### config.mk
export PLATFORM = sky130hd
export DESIGN_NAME = wfq_sched
export DESIGN_NICKNAME = d
export VERILOG_FILES = /design/src/rtl/wfq_pkg.sv /design/src/rtl/wfq_flow_fifo.sv /design/src/rtl/wfq_vclock.sv /design/src/rtl/wfq_min_select.sv /design/src/rtl/wfq_sched.sv
export SDC_FILE = /design/constraint.sdc
export NUM_CORES = 1
export LEC_CHECK = 0
export ABC_AREA = 0
export BUFFER_PORTS_ARGS = -buffer_cell sky130_fd_sc_hd__buf_2
export CORE_MARGIN = 8
export CORE_UTILIZATION = 43
export CTS_CLUSTER_DIAMETER = 30
export CTS_CLUSTER_SIZE = 12
export DETAILED_ROUTE_END_ITERATION = 7
export SLEW_MARGIN = 20
export SYNTH_ARGS = -nofsm -noshare
export SYNTH_HDL_FRONTEND = slang
export SYNTH_HIERARCHICAL = 1
export SYNTH_SLANG_ARGS = --single-unit
### constraint.sdc
create_clock -name clk -period 13.9 [get_ports clk]
set_input_delay 1.39 -clock clk [delete_from_list [all_inputs] [get_ports clk]]
set_output_delay 1.39 -clock clk [all_outputs]
set_load 0.005 [all_outputs]
### src/rtl/wfq_pkg.sv
package wfq_pkg;

    // States of the round-number keeper
    typedef enum logic {
        VC_IDLE = 1'b0,
        VC_RUN  = 1'b1
    } vc_state_e;

endpackage

### src/rtl/wfq_flow_fifo.sv
module wfq_flow_fifo #(
    parameter int unsigned DEPTH = 8,
    parameter int unsigned LEN_W = 8,
    parameter int unsigned TAG_W = 16,
    localparam int unsigned AW = (DEPTH > 1) ? $clog2(DEPTH) : 1,
    localparam int unsigned CW = $clog2(DEPTH + 1)
) (
    input  logic             clk,
    input  logic             rst_n,
    input  logic             push,
    input  logic [LEN_W-1:0] push_len,
    input  logic [TAG_W-1:0] push_fin,
    input  logic             pop,
    output logic [LEN_W-1:0] head_len,
    output logic [TAG_W-1:0] head_fin,
    output logic             full,
    output logic             nonempty
);

    logic [LEN_W-1:0] len_mem [DEPTH];
    logic [TAG_W-1:0] fin_mem [DEPTH];
    logic [AW-1:0]    rd_ptr, wr_ptr;
    logic [CW-1:0]    fill;

    logic do_pop;
    logic do_push;

    assign do_pop  = pop && (fill != '0);
    assign do_push = push && (fill != CW'(DEPTH));

    function automatic logic [AW-1:0] bump(input logic [AW-1:0] p);
        return (p == AW'(DEPTH - 1)) ? '0 : p + AW'(1);
    endfunction

    always_ff @(posedge clk) begin
        if (!rst_n) begin
            rd_ptr <= '0;
            wr_ptr <= '0;
            fill   <= '0;
        end else begin
            if (do_pop)  rd_ptr <= bump(rd_ptr);
            if (do_push) wr_ptr <= bump(wr_ptr);
            unique case ({do_push, do_pop})
                2'b10:   fill <= fill + CW'(1);
                2'b01:   fill <= fill - CW'(1);
                default: fill <= fill;
            endcase
        end
    end

    always_ff @(posedge clk) begin
        if (do_push) begin
            len_mem[wr_ptr] <= push_len;
            fin_mem[wr_ptr] <= push_fin;
        end
    end

    assign head_len = len_mem[rd_ptr];
    assign head_fin = fin_mem[rd_ptr];
    assign full     = (fill == CW'(DEPTH));
    assign nonempty = (fill != '0);

endmodule

### src/rtl/wfq_vclock.sv
module wfq_vclock
    import wfq_pkg::*;
#(
    parameter int unsigned TAG_W = 16,
    parameter int unsigned ACT_W = 3
) (
    input  logic             clk,
    input  logic             rst_n,
    input  logic [ACT_W-1:0] n_active,
    output logic [TAG_W-1:0] round_num
);

    vc_state_e        state_q, state_d;
    logic [ACT_W-1:0] div_q, div_d;
    logic [TAG_W-1:0] round_q, round_d;
    logic [ACT_W:0]   div_inc;

    assign div_inc = {1'b0, div_q} + {{ACT_W{1'b0}}, 1'b1};

    // State register
    always_ff @(posedge clk) begin
        if (!rst_n) begin
            state_q <= VC_IDLE;
            div_q   <= '0;
            round_q <= '0;
        end else begin
            state_q <= state_d;
            div_q   <= div_d;
            round_q <= round_d;
        end
    end

    // Next state and counters
    always_comb begin
        state_d = state_q;
        div_d   = div_q;
        round_d = round_q;
        unique case (state_q)
            VC_IDLE: begin
                div_d = '0;
                if (n_active != '0) state_d = VC_RUN;    // START
            end
            VC_RUN: begin
                if (n_active == '0) begin
                    state_d = VC_IDLE;                   // STOP
                    div_d   = '0;
                end else if (div_inc >= {1'b0, n_active}) begin
                    div_d   = '0;
                    round_d = round_q + TAG_W'(1);
                end else begin
                    div_d = div_inc[ACT_W-1:0];
                end
            end
            default: state_d = VC_IDLE;
        endcase
    end

    assign round_num = round_q;

endmodule

### src/rtl/wfq_min_select.sv
module wfq_min_select #(
    parameter int unsigned NFLOWS = 4,
    parameter int unsigned TAG_W  = 16,
    localparam int unsigned FLOW_W = (NFLOWS > 1) ? $clog2(NFLOWS) : 1
) (
    input  logic [NFLOWS-1:0]       cand,
    input  logic [NFLOWS*TAG_W-1:0] tags,
    output logic                    any,
    output logic [FLOW_W-1:0]       sel
);

    logic [TAG_W-1:0] best;
    logic [TAG_W-1:0] diff;

    // Scan upward; a later candidate wins only when strictly earlier
    always_comb begin
        any  = 1'b0;
        sel  = '0;
        best = '0;
        diff = '0;
        for (int i = 0; i < int'(NFLOWS); i++) begin
            if (cand[i]) begin
                diff = tags[i*TAG_W +: TAG_W] - best;
                if (!any || diff[TAG_W-1]) begin
                    any  = 1'b1;
                    sel  = FLOW_W'(i);
                    best = tags[i*TAG_W +: TAG_W];
                end
            end
        end
    end

endmodule

### src/rtl/wfq_sched.sv
module wfq_sched
    import wfq_pkg::*;
#(
    parameter int unsigned NFLOWS  = 4,
    parameter int unsigned DEPTH   = 8,
    parameter int unsigned LEN_W   = 8,
    parameter int unsigned TAG_W   = 16,
    parameter int unsigned SCALE_W = 4,
    parameter logic [NFLOWS*SCALE_W-1:0] FLOW_SCALE = {NFLOWS{SCALE_W'(1)}},
    localparam int unsigned FLOW_W = (NFLOWS > 1) ? $clog2(NFLOWS) : 1,
    localparam int unsigned ACT_W  = $clog2(NFLOWS + 1)
) (
    input  logic              clk,
    input  logic              rst_n,
    input  logic              in_valid,
    input  logic [FLOW_W-1:0] in_flow,
    input  logic [LEN_W-1:0]  in_len,
    output logic              in_ready,
    input  logic              out_ready,
    output logic              out_valid,
    output logic [FLOW_W-1:0] out_flow,
    output logic [LEN_W-1:0]  out_len,
    output logic [TAG_W-1:0]  out_finish,
    output logic [TAG_W-1:0]  round_num
);

    logic [NFLOWS-1:0]       ne;
    logic [NFLOWS-1:0]       full;
    logic [NFLOWS-1:0]       push_v;
    logic [NFLOWS-1:0]       pop_v;
    logic [LEN_W-1:0]        head_len [NFLOWS];
    logic [TAG_W-1:0]        head_fin [NFLOWS];
    logic [NFLOWS*TAG_W-1:0] head_fin_flat;
    logic [ACT_W-1:0]        n_active;
    logic                    accept;
    logic                    grant;

    assign in_ready = ~full[in_flow];
    assign accept   = in_valid && in_ready;
    assign grant    = out_valid && out_ready;
    assign n_active = ACT_W'($countones(ne));

    for (genvar g = 0; g < int'(NFLOWS); g++) begin : g_flow
        logic [TAG_W-1:0]         last_fin_q;
        logic [TAG_W-1:0]         start_tag;
        logic [TAG_W-1:0]         fin_tag;
        logic [LEN_W+SCALE_W-1:0] cost;

        assign cost      = in_len * FLOW_SCALE[g*SCALE_W +: SCALE_W];
        assign start_tag = ne[g] ? last_fin_q : round_num;
        assign fin_tag   = start_tag + TAG_W'(cost);
        assign push_v[g] = accept && (in_flow == FLOW_W'(g));
        assign pop_v[g]  = grant && (out_flow == FLOW_W'(g));

        always_ff @(posedge clk) begin
            if (!rst_n)        last_fin_q <= '0;
            else if (push_v[g]) last_fin_q <= fin_tag;
        end

        wfq_flow_fifo #(
            .DEPTH (DEPTH),
            .LEN_W (LEN_W),
            .TAG_W (TAG_W)
        ) u_fifo (
            .clk      (clk),
            .rst_n    (rst_n),
            .push     (push_v[g]),
            .push_len (in_len),
            .push_fin (fin_tag),
            .pop      (pop_v[g]),
            .head_len (head_len[g]),
            .head_fin (head_fin[g]),
            .full     (full[g]),
            .nonempty (ne[g])
        );

        assign head_fin_flat[g*TAG_W +: TAG_W] = head_fin[g];
    end

    wfq_min_select #(
        .NFLOWS (NFLOWS),
        .TAG_W  (TAG_W)
    ) u_sel (
        .cand (ne),
        .tags (head_fin_flat),
        .any  (out_valid),
        .sel  (out_flow)
    );

    assign out_len    = head_len[out_flow];
    assign out_finish = head_fin[out_flow];

    wfq_vclock #(
        .TAG_W (TAG_W),
        .ACT_W (ACT_W)
    ) u_vclk (
        .clk       (clk),
        .rst_n     (rst_n),
        .n_active  (n_active),
        .round_num (round_num)
    );

endmodule

-- After elaboration in Yosys (flattened, before gate mapping)
Memory sizes are Yosys's and may differ from the RTL's. A register that Yosys moved wholly into a read port is not among the register bits.
Index checks and enable logic that the tools add are counted.
- bitwise logic cells: 4
- reduce and logical (&&, ||, !) cells: 37
- mux-type cells: 72
- order comparisons: 3
- eq/ne operators: 30
- add/sub/neg operators: 28
- operators by type and width (operator ; count):
    $mux W16 ; 11
    $mux W3 ; 26
    $add A16 B8 Y16 ; 4
    $sub A16 B16 Y16 ; 3
    $bmux W16 S2 ; 1
    $pmux W4 S2 ; 4
    $add A3 B1 Y3 const B ; 8
    $eq A3 B3 Y1 const B ; 8
    $mux W1 ; 19
    $logic_and A1 B1 Y1 ; 18
    $add A16 B1 Y16 const B ; 1
    $add A4 B1 Y4 const B ; 4
    $bmux W8 S2 ; 1
    $eq A2 B2 Y1 const B ; 8
    $eq A4 B4 Y1 const B ; 4
    $mux W8 ; 2
    $ne A4 B4 Y1 const B ; 4
    $reduce_bool A4 Y1 ; 4
    $sub A4 B1 Y4 const B ; 4
    $eq A2 B1 Y1 const B ; 6
    $mux W2 ; 5
    $reduce_bool A2 Y1 ; 4
    $pmux W3 S2 ; 1
    $add A1 B1 Y2 ; 2
    other kinds (15) ; 22
- memories: 8
- register bits after elaboration: 124
- RAM bits: 768
- memory list (memory ; words ; width ; read ports ; clocked after Yosys merged registers in ; wr ports ; RTL line ; RTL):
    g_flow[0].u_fifo.fin_mem ; 8 ; 16 ; 1 ; 1 ; 1 ; wfq_flow_fifo.sv:21 ; logic [TAG_W-1:0] fin_mem [DEPTH];
    g_flow[1].u_fifo.fin_mem ; 8 ; 16 ; 1 ; 1 ; 1 ; wfq_flow_fifo.sv:21 ;
    g_flow[2].u_fifo.fin_mem ; 8 ; 16 ; 1 ; 1 ; 1 ; wfq_flow_fifo.sv:21 ;
    g_flow[3].u_fifo.fin_mem ; 8 ; 16 ; 1 ; 1 ; 1 ; wfq_flow_fifo.sv:21 ;
    g_flow[0].u_fifo.len_mem ; 8 ; 8 ; 1 ; 1 ; 1 ; wfq_flow_fifo.sv:20 ; logic [LEN_W-1:0] len_mem [DEPTH];
    g_flow[1].u_fifo.len_mem ; 8 ; 8 ; 1 ; 1 ; 1 ; wfq_flow_fifo.sv:20 ;
    +2 memories ; n/a ; n/a ; n/a ; n/a ; n/a ; n/a ;

-- Depth between registers and ports, before layout
Gate-level depths: netlist of run 1.
- depth in word-level cells: 19
- gate-level depth with buffers: 50
- gate-level depth less buffers: 44

-- Modules after synthesis
Netlist of run 1, hierarchy kept.
- modules (own cells, without submodules) (module ; area an instance (µm²) ; times used ; cells each ; sequential area each (µm²)):
    wfq_flow_fifo at g_flow[2].u_fifo ... ; 7958.9 ; 2 ; 353 ; 6025.8
    wfq_flow_fifo at g_flow[1].u_fifo ; 7971.4 ; 1 ; 353 ; 6025.8
    wfq_flow_fifo at g_flow[0].u_fifo ; 7970.1 ; 1 ; 353 ; 6025.8
    wfq_sched ; 6749.0 ; 1 ; 840 ; 1281.2
    wfq_min_select ; 1612.8 ; 1 ; 238 ; 0.0
    wfq_vclock ; 1054.8 ; 1 ; 122 ; 400.4

-- Least setup slack after synthesis of run 1
OpenSTA, ideal clock, no wires.
- kind: register to output
- from: reg g_flow[0].u_fifo.fill[1]
- to: out out_finish[10]
- stages on the path, launching flop included: 41
- data arrival time: 9.007 ns
- path buffers: 7
- slack: 3.503 ns
- data required time: 12.510 ns
- cell sequence: dfxtp_1 -> or4_4 -> buf_2 -> clkbuf_1 -> clkbuf_1 -> nand2_1 -> ha_1 -> a21o_1 -> a21o_1 -> a2111oi_4 -> nand2_2 -> xnor2_1 -> a21oi_1 -> clkbuf_1 -> nor2_1 -> a21oi_1 -> ha_1 -> a2111oi_0 -> [... 5 more ...] -> xnor2_1 -> o21ai_2 -> clkbuf_1 -> o21ai_0 -> ha_1 -> a21oi_1 -> nor2b_1 -> o21ai_0 -> nand2b_1 -> a21oi_1 -> nor2_1 -> nor4_1 -> o21ai_0 -> or4b_4 -> nand3_1 -> buf_2 -> clkbuf_1 -> mux4_2
- word-level cells in the longest chain between the ends: 18
- elaborated cells between the ends (all ways): 30
- RTL lines (item ; RTL line ; RTL):
    start, declared ; wfq_flow_fifo.sv:23 ; logic [CW-1:0] fill;
    start signal, assigned ; wfq_flow_fifo.sv:44 ; 2'b10: fill <= fill + CW'(1);
    start signal, assigned ; wfq_flow_fifo.sv:45 ; 2'b01: fill <= fill - CW'(1);
    start signal, assigned ; wfq_flow_fifo.sv:46 ; default: fill <= fill;
    $reduce_bool A4 Y1 (*) ; wfq_flow_fifo.sv:61 ; assign nonempty = (fill != '0);
    via ne[0] ; wfq_sched.sv:27 ; logic [NFLOWS-1:0] ne;
    $mux W16 / $mux W1 (equally long branches) ; wfq_min_select.sv:22 ; if (cand[i]) begin
    $sub A16 B16 Y16 / $logic_not A1 Y1 (equally long branches) ; wfq_min_select.sv:23, wfq_min_select.sv:24 ;
    $logic_or A1 B1 Y1 ; wfq_min_select.sv:24 ; if (!any || diff[TAG_W-1]) begin
    $mux W16 / $mux W1 (equally long branches) ; wfq_min_select.sv:24 ;
    $mux W16 / $mux W1 (equally long branches) ; wfq_min_select.sv:22 ;
    $sub A16 B16 Y16 / $logic_not A1 Y1 (equally long branches) ; wfq_min_select.sv:23, wfq_min_select.sv:24 ;
    [... 3 more ...] ; n/a ;
    $sub A16 B16 Y16 / $logic_not A1 Y1 (equally long branches) ; wfq_min_select.sv:23, wfq_min_select.sv:24 ;
    $logic_or A1 B1 Y1 ; wfq_min_select.sv:24 ;
    $mux W2 ; wfq_min_select.sv:24 ;
    $mux W2 (*) ; wfq_min_select.sv:22 ;
    via out_flow[0] ; wfq_sched.sv:21 ; output logic [FLOW_W-1:0] out_flow,
    $not A2 Y3 (implied by the code) (*) ; wfq_sched.sv:91 ; assign out_finish = head_fin[out_flow];
    $bmux W16 S2 (*) ; wfq_sched.sv:91 ;
    $mux W16 (implied by the code) (*) (2 in series) ; wfq_sched.sv:91 ;
    end, declared ; wfq_sched.sv:23 ; output logic [TAG_W-1:0] out_finish,
Mark *: on every way through the listed nets, which the timed path passes. The rest lies on a longest branch. The select of a mux whose other input is x is not followed.

==> flow_summary.toml, run 1 <==
[synthesis]
ys_types = 94
async_flop_share_pct = 0
synth_seq_area_share_pct = 62.5
synth_warnings = 6
ys.flop_type = "edfxtp_1"
synth_edf_count = 768
synthCells = 2612
synth_area_um2 = 41300
synth_nets = 2740
synth_seq_cells = 904
syn_avg_cell_area_um2 = 15.8

[sta]
slew_violations = 0
slew_headroom_pct = 20.8
finalClockSkew_ns = 0.0465
fin_tns_setup_ns = 0
final.period_utilization_pct = 92.5
rsz0062_at_grt = "no"
finalHoldViolations = 0
period_needed_ns = 12.86
max_slew.worst_pin.slew_ns = 1.15
fmax_mhz = 77.7
worst_slack_ns = 1.04
setup-violations-final = 0

[drt]
via_per_inst = 5.87
ant_nets = 0
drc = 0
drtIter0Drc = 2534
drt_pass1_iterations = 5
vias = 24700
wl_per_cell_um = 26.2
totalWireLength_mm = 110

[power]
totalPowerFinal_w = 0.00788
peakVddDrop_mv = 0.127
p_per_area_nw_per_um2 = 159
p_leak_nw = 16.7

[placed_design]
dpl.hpwl_mm = 69.3
gp_congestion = 0.888
pre_cts_ws_ns = 1.72
portBuffers = 57
placed_cells = 3868

[floorplanning]
rows = 113
die_w_um = 326
core_um2 = 95000
start_util_pct = 43.4
pin_count = 58
die_h_um = 326
dieArea_um2 = 106000

[layout]
layout_commonest_cell = "edfxtp_1"
final_cell_mix = "768 x edfxtp_1, 216 x mux4_2, 186 x clkbuf_16"
fin_util_pct = 52.1
finalNetCount = 2917
syn_to_final_growth_pct = 20.0
fillers = 7710
layoutNonFillerInstCount = 4214
drive_gt1_share_pct = 28.8

[clock_network]
cts_tree = "done"
cts_buffers = 183
clock_sinks = 904
ctsResizeCount = 0
hold_buffers = 0
ctsLongestPathBuffers = 3
root_buffer = "clkbuf_16"
htreeDepth = 4
clock_latency_ns = 0.76
path_clk_slew_ns = 0.05
cts_setup_buffers = 0

[setup_path]
end_kind = "primary output"
cp_common_cell = "o21ai_0"
crit_path_max_incr_delay_ns = 0.75
critPathRequiredTime_ns = 12.51
reg2reg_depth = 43
start_kind = "register"
worstPathArrival_ns = 11.47
critPathMaxFanout = 28
crit_slowest_cell = "o21ai_2"
reg2reg_setup_slack_ns = 1.70
crit_type = "reg2out"
reg2reg_to = "g_flow[2].u_fifo/fill[2]"

[min_path]
hold_path_class = "reg2reg"
hold_path_depth = 2
hold_start = "g_flow[3].last_fin_q[3]"
holdPathEnd = "g_flow[3].last_fin_q[3]"

[global_route]
gr-usage-met3_pct = 4.63
grt_max_degree = 67
grtUsageMet2_pct = 33.2
use_met1_pct = 27.4
grt_busiest_layer = "met2"
grt_antenna_before_repair = 5
grt_pass1_wl_mm = 164
grt_pass1_vias = 25600
grt_use_total_pct = 20.6
grt_overflow_total = 0

[status]
outcome = "finished, final reports clean"

[flow_run]
cap_violations = 0
## layer usage
| layer | up-vias | part of all wire [%] |
|---|---|---|
| met5 | - | 0 |
| met2 | 968 | 48 |
| met3 | 192 | 7.7 |
| li1 | 10800 | - |
| met1 | 12700 | 42 |
| met4 | 0 | 2.9 |
## stage by stage
step	hold WS, ns	area [um2]
6_report	0.453	49500
5_1_grt	0.479	49500
4_1_cts	0.454	49500
3_5_place_dp	0.448	43100
3_3_place_gp	0.439	43100
2_1_floorplan	0.433	41300
## synth_stat cells (all sizes together) (35+ instances only)
cell	n	area, um2
nor2	89	334
buf	67	482
mux4	216	4860
clkbuf	57	215
o21ai	72	368
nand2	183	689
mux2	134	1720
edfxtp	768	23100
dfxtp	136	2720
nor3	49	255
inv	38	143
xnor2	45	394
a21oi	128	641
ha	109	1360
mux2i	48	493
nand3	56	280
nor2b	35	219
## flip-flops by register name (all words and copies together) (netlist names), named ones only
signal	flops
g_flow.u_fifo/fill	16
g_flow.u_fifo/fin_mem	512
u_vclk/round_num	16
g_flow.u_fifo/wr_ptr	12
g_flow.last_fin_q	64
u_vclk/state_q	1
g_flow.u_fifo/rd_ptr	12
u_vclk/div_q	3
g_flow.u_fifo/len_mem	256
## worst max-delay path: cells and delay by family (launching register included)
family	cells	cell delay, ns
AOI/OAI and AO/OA	16	3.95
xor gates and xnor gates	2	0.42
adders and majority gates	3	0.82
buffers and inverters	3	1.04
DFF	1	0.68
muxes	3	1.44
and+or+nand+nor	9	2.33
## worst max-delay path by stage
stage | to | slack [ns] | depth (start not counted) | startpoint
final | out_finish[0] | 1.04 | 36 | register
after global placement | out_finish[0] | 1.92 | 36 | register
after CTS | out_finish[0] | 0.88 | 35 | register
after global routing | out_finish[0] | 0.06 | 36 | register
after detailed placement | g_flow[2].u_fifo/fill[2] | 1.72 | 42 | register
after floorplan | out_finish[10] | 3.50 | 40 | g_flow[0].u_fifo/fill[1]
## cell type report
cell class	instances	area [um2]	area share (%)
diodes	1	2.50	0.00505
clock buffers	207	4780	9.65
clock inverters	137	1670	3.36
inverters	39	146	0.295
multi-input cells	1545	14800	29.9
flip-flops and latches	904	25800	52.1
well taps	1265	1580	3.19
repair buffers	116	748	1.51
## logic make-up (layout without fill, tap and decap cells)
| logic type | Yosys count | after routing | share of synthesized area, % |
|---|---|---|---|
| AOI/OAI and AO/OA | 386 | 386 | 6.14 |
| xor gates and xnor gates | 77 | 77 | 1.65 |
| adders and majority gates | 114 | 114 | 3.55 |
| buffers and inverters | 163 | 499 | 2.04 |
| DFF | 904 | 904 | 62.5 |
| muxes | 398 | 398 | 17.1 |
| other | 0 | 1 | 0 |
| and+or+nand+nor | 570 | 570 | 7.00 |
## where the power goes
group	leakage, nW	switching, W	internal [W]
logic	5.53	0.000273	0.000150
registers	8.09	0.0000146	0.00297
clock network	3.12	0.00146	0.00301
total	16.7	0.00175	0.00613
Power figures use the tool's default switching activity.
==> run 2: changes to the inputs <==
==> constraint.sdc (replaced) <==
create_clock -name clk -period 13.9 [get_ports clk]
set_input_delay 0.695 -clock clk [delete_from_list [all_inputs] [get_ports clk]]
set_output_delay 0.695 -clock clk [all_outputs]
set_load 0.005 [all_outputs]
==> flow_summary.toml, run 2 (same netlist as run 1, synthesis figures left out) <==
[status]
outcome = "finished, final reports clean"

[drt]
drc = 0
drtIter0Drc = 2140
totalWireLength_mm = 109
ant_nets = 0
via_per_inst = 5.83
wl_per_cell_um = 26.1
drt_pass1_iterations = 5
vias = 24500

[global_route]
grt_max_degree = 67
grt_pass1_vias = 24900
grt_overflow_total = 0
grt_pass1_wl_mm = 162
grt_antenna_before_repair = 3
grt_use_total_pct = 20.3

[sta]
fin_tns_setup_ns = 0
slew_headroom_pct = 23.7
slew_violations = 0
worst_slack_ns = 1.54
finalHoldViolations = 0
setup-violations-final = 0
rsz0062_at_grt = "no"
max_slew.worst_pin.slew_ns = 1.14
finalClockSkew_ns = 0.0411
period_needed_ns = 12.36
final.period_utilization_pct = 88.9
fmax_mhz = 80.9

[clock_network]
ctsResizeCount = 0
cts_setup_buffers = 0
ctsLongestPathBuffers = 3
path_clk_slew_ns = 0.05
htreeDepth = 4
cts_tree = "done"
hold_buffers = 0
clock_latency_ns = 0.75
root_buffer = "clkbuf_16"
clock_sinks = 904
cts_buffers = 171

[power]
peakVddDrop_mv = 0.0964
p_leak_nw = 16.5
p_per_area_nw_per_um2 = 154

[layout]
largest_register_ffs = 512
fin_util_pct = 51.6
finalNetCount = 2911
top_regs = "g_flow.u_fifo/fin_mem (512), g_flow.u_fifo/len_mem (256), g_flow.last_fin_q (64)"
syn_to_final_growth_pct = 18.9
drive_gt1_share_pct = 28.6
fillers = 7805
final_cell_mix = "768 x edfxtp_1, 216 x mux4_2, 182 x nand2_1"
layout_commonest_cell = "edfxtp_1"
layoutNonFillerInstCount = 4197
regMostFlops = "g_flow.u_fifo/fin_mem"

[setup_path]
crit_buf_inv = 3
crit_path_max_incr_delay_ns = 1.00
cp.depth = 36
critical_path.top_delay_family = "compound AO/OA/AOI/OAI gates"
start_kind = "register"
end_kind = "primary output"
reg2reg_depth = 43
critPathMaxFanout = 48
worstPathArrival_ns = 11.66
critPathRequiredTime_ns = 13.20
crit_type = "reg2out"
crit_slowest_cell = "dfxtp_4"
cp_common_cell = "o21ai_0"

[placed_design]
dpl.hpwl_mm = 68.8
placed_cells = 3874
pre_cts_ws_ns = 1.92
gp_congestion = 0.877
portBuffers = 57

[floorplanning]
rows = 113
die_w_um = 326
pin_count = 58
die_h_um = 326
dieArea_um2 = 106000
start_util_pct = 43.4
core_um2 = 95000

[min_path]
hold_path_class = "reg2reg"
hold_path_depth = 2

[flow_run]
cap_violations = 0
-- run 2: cell count changes in the layout (fill, tap and decap cells not counted), sizes merged --
cell	change
buf	+6
bufinv	-9
clkbuf	-5
clkinv	-18
clkinvlp	+2
diode	+1
inv	+6
-- run 2: cell type report --
cell class | instances | area [um2] | share of cell area, %
clock buffers | 202 | 4570 | 9.32
clock inverters | 118 | 1350 | 2.75
flip-flops and latches | 904 | 25800 | 52.6
well taps | 1265 | 1580 | 3.23
inverters | 39 | 146 | 0.298
multi-input cells | 1545 | 14800 | 30.2
diodes | 2 | 5.00 | 0.0102
repair buffers | 122 | 793 | 1.62
-- run 2: power breakdown --
group | switching (W) | leakage, nW | internal [W]
registers | 0.0000147 | 8.09 | 0.00297
logic | 0.000277 | 5.57 | 0.000151
clock network | 0.00142 | 2.86 | 0.00273
-- run 2: worst paths after layout --
check                     startpoint                        to  slack (ns)
max                         register             out_finish[1]        1.54
min          g_flow[2].last_fin_q[6]   g_flow[2].last_fin_q[6]        0.45
max reg2reg                 register  g_flow[0].u_fifo/fill[2]        1.65
min reg2reg  g_flow[2].last_fin_q[6]   g_flow[2].last_fin_q[6]        0.45
-- run 2: per-layer routing --
metal	wire (um)	vias up	GRT usage (%)
li1	-	10800	-
met1	47100	12700	27.7
met2	52800	849	33.1
met3	6780	158	3.42
met4	2810	0	6.69
met5	0	-	0
-- run 2: tightest hold or removal path, cell delays in order (launching register included) --
cell and delay (ns):
dfxtp_1 0.30, nand2_1 0.05, a21oi_1 0.05
-- run 2: through the flow --
| step | cell area [um2] | total power (W) | hold WS (ns) |
|---|---|---|---|
| global placement | 43100 | 0.00345 | 0.438 |
| finish | 49100 | 0.00756 | 0.450 |
| CTS | 49000 | 0.00762 | 0.453 |
| floorplan | 41300 | 0.00329 | 0.433 |
| detailed placement | 43100 | 0.00346 | 0.446 |
| global route | 49100 | 0.00778 | 0.469 |
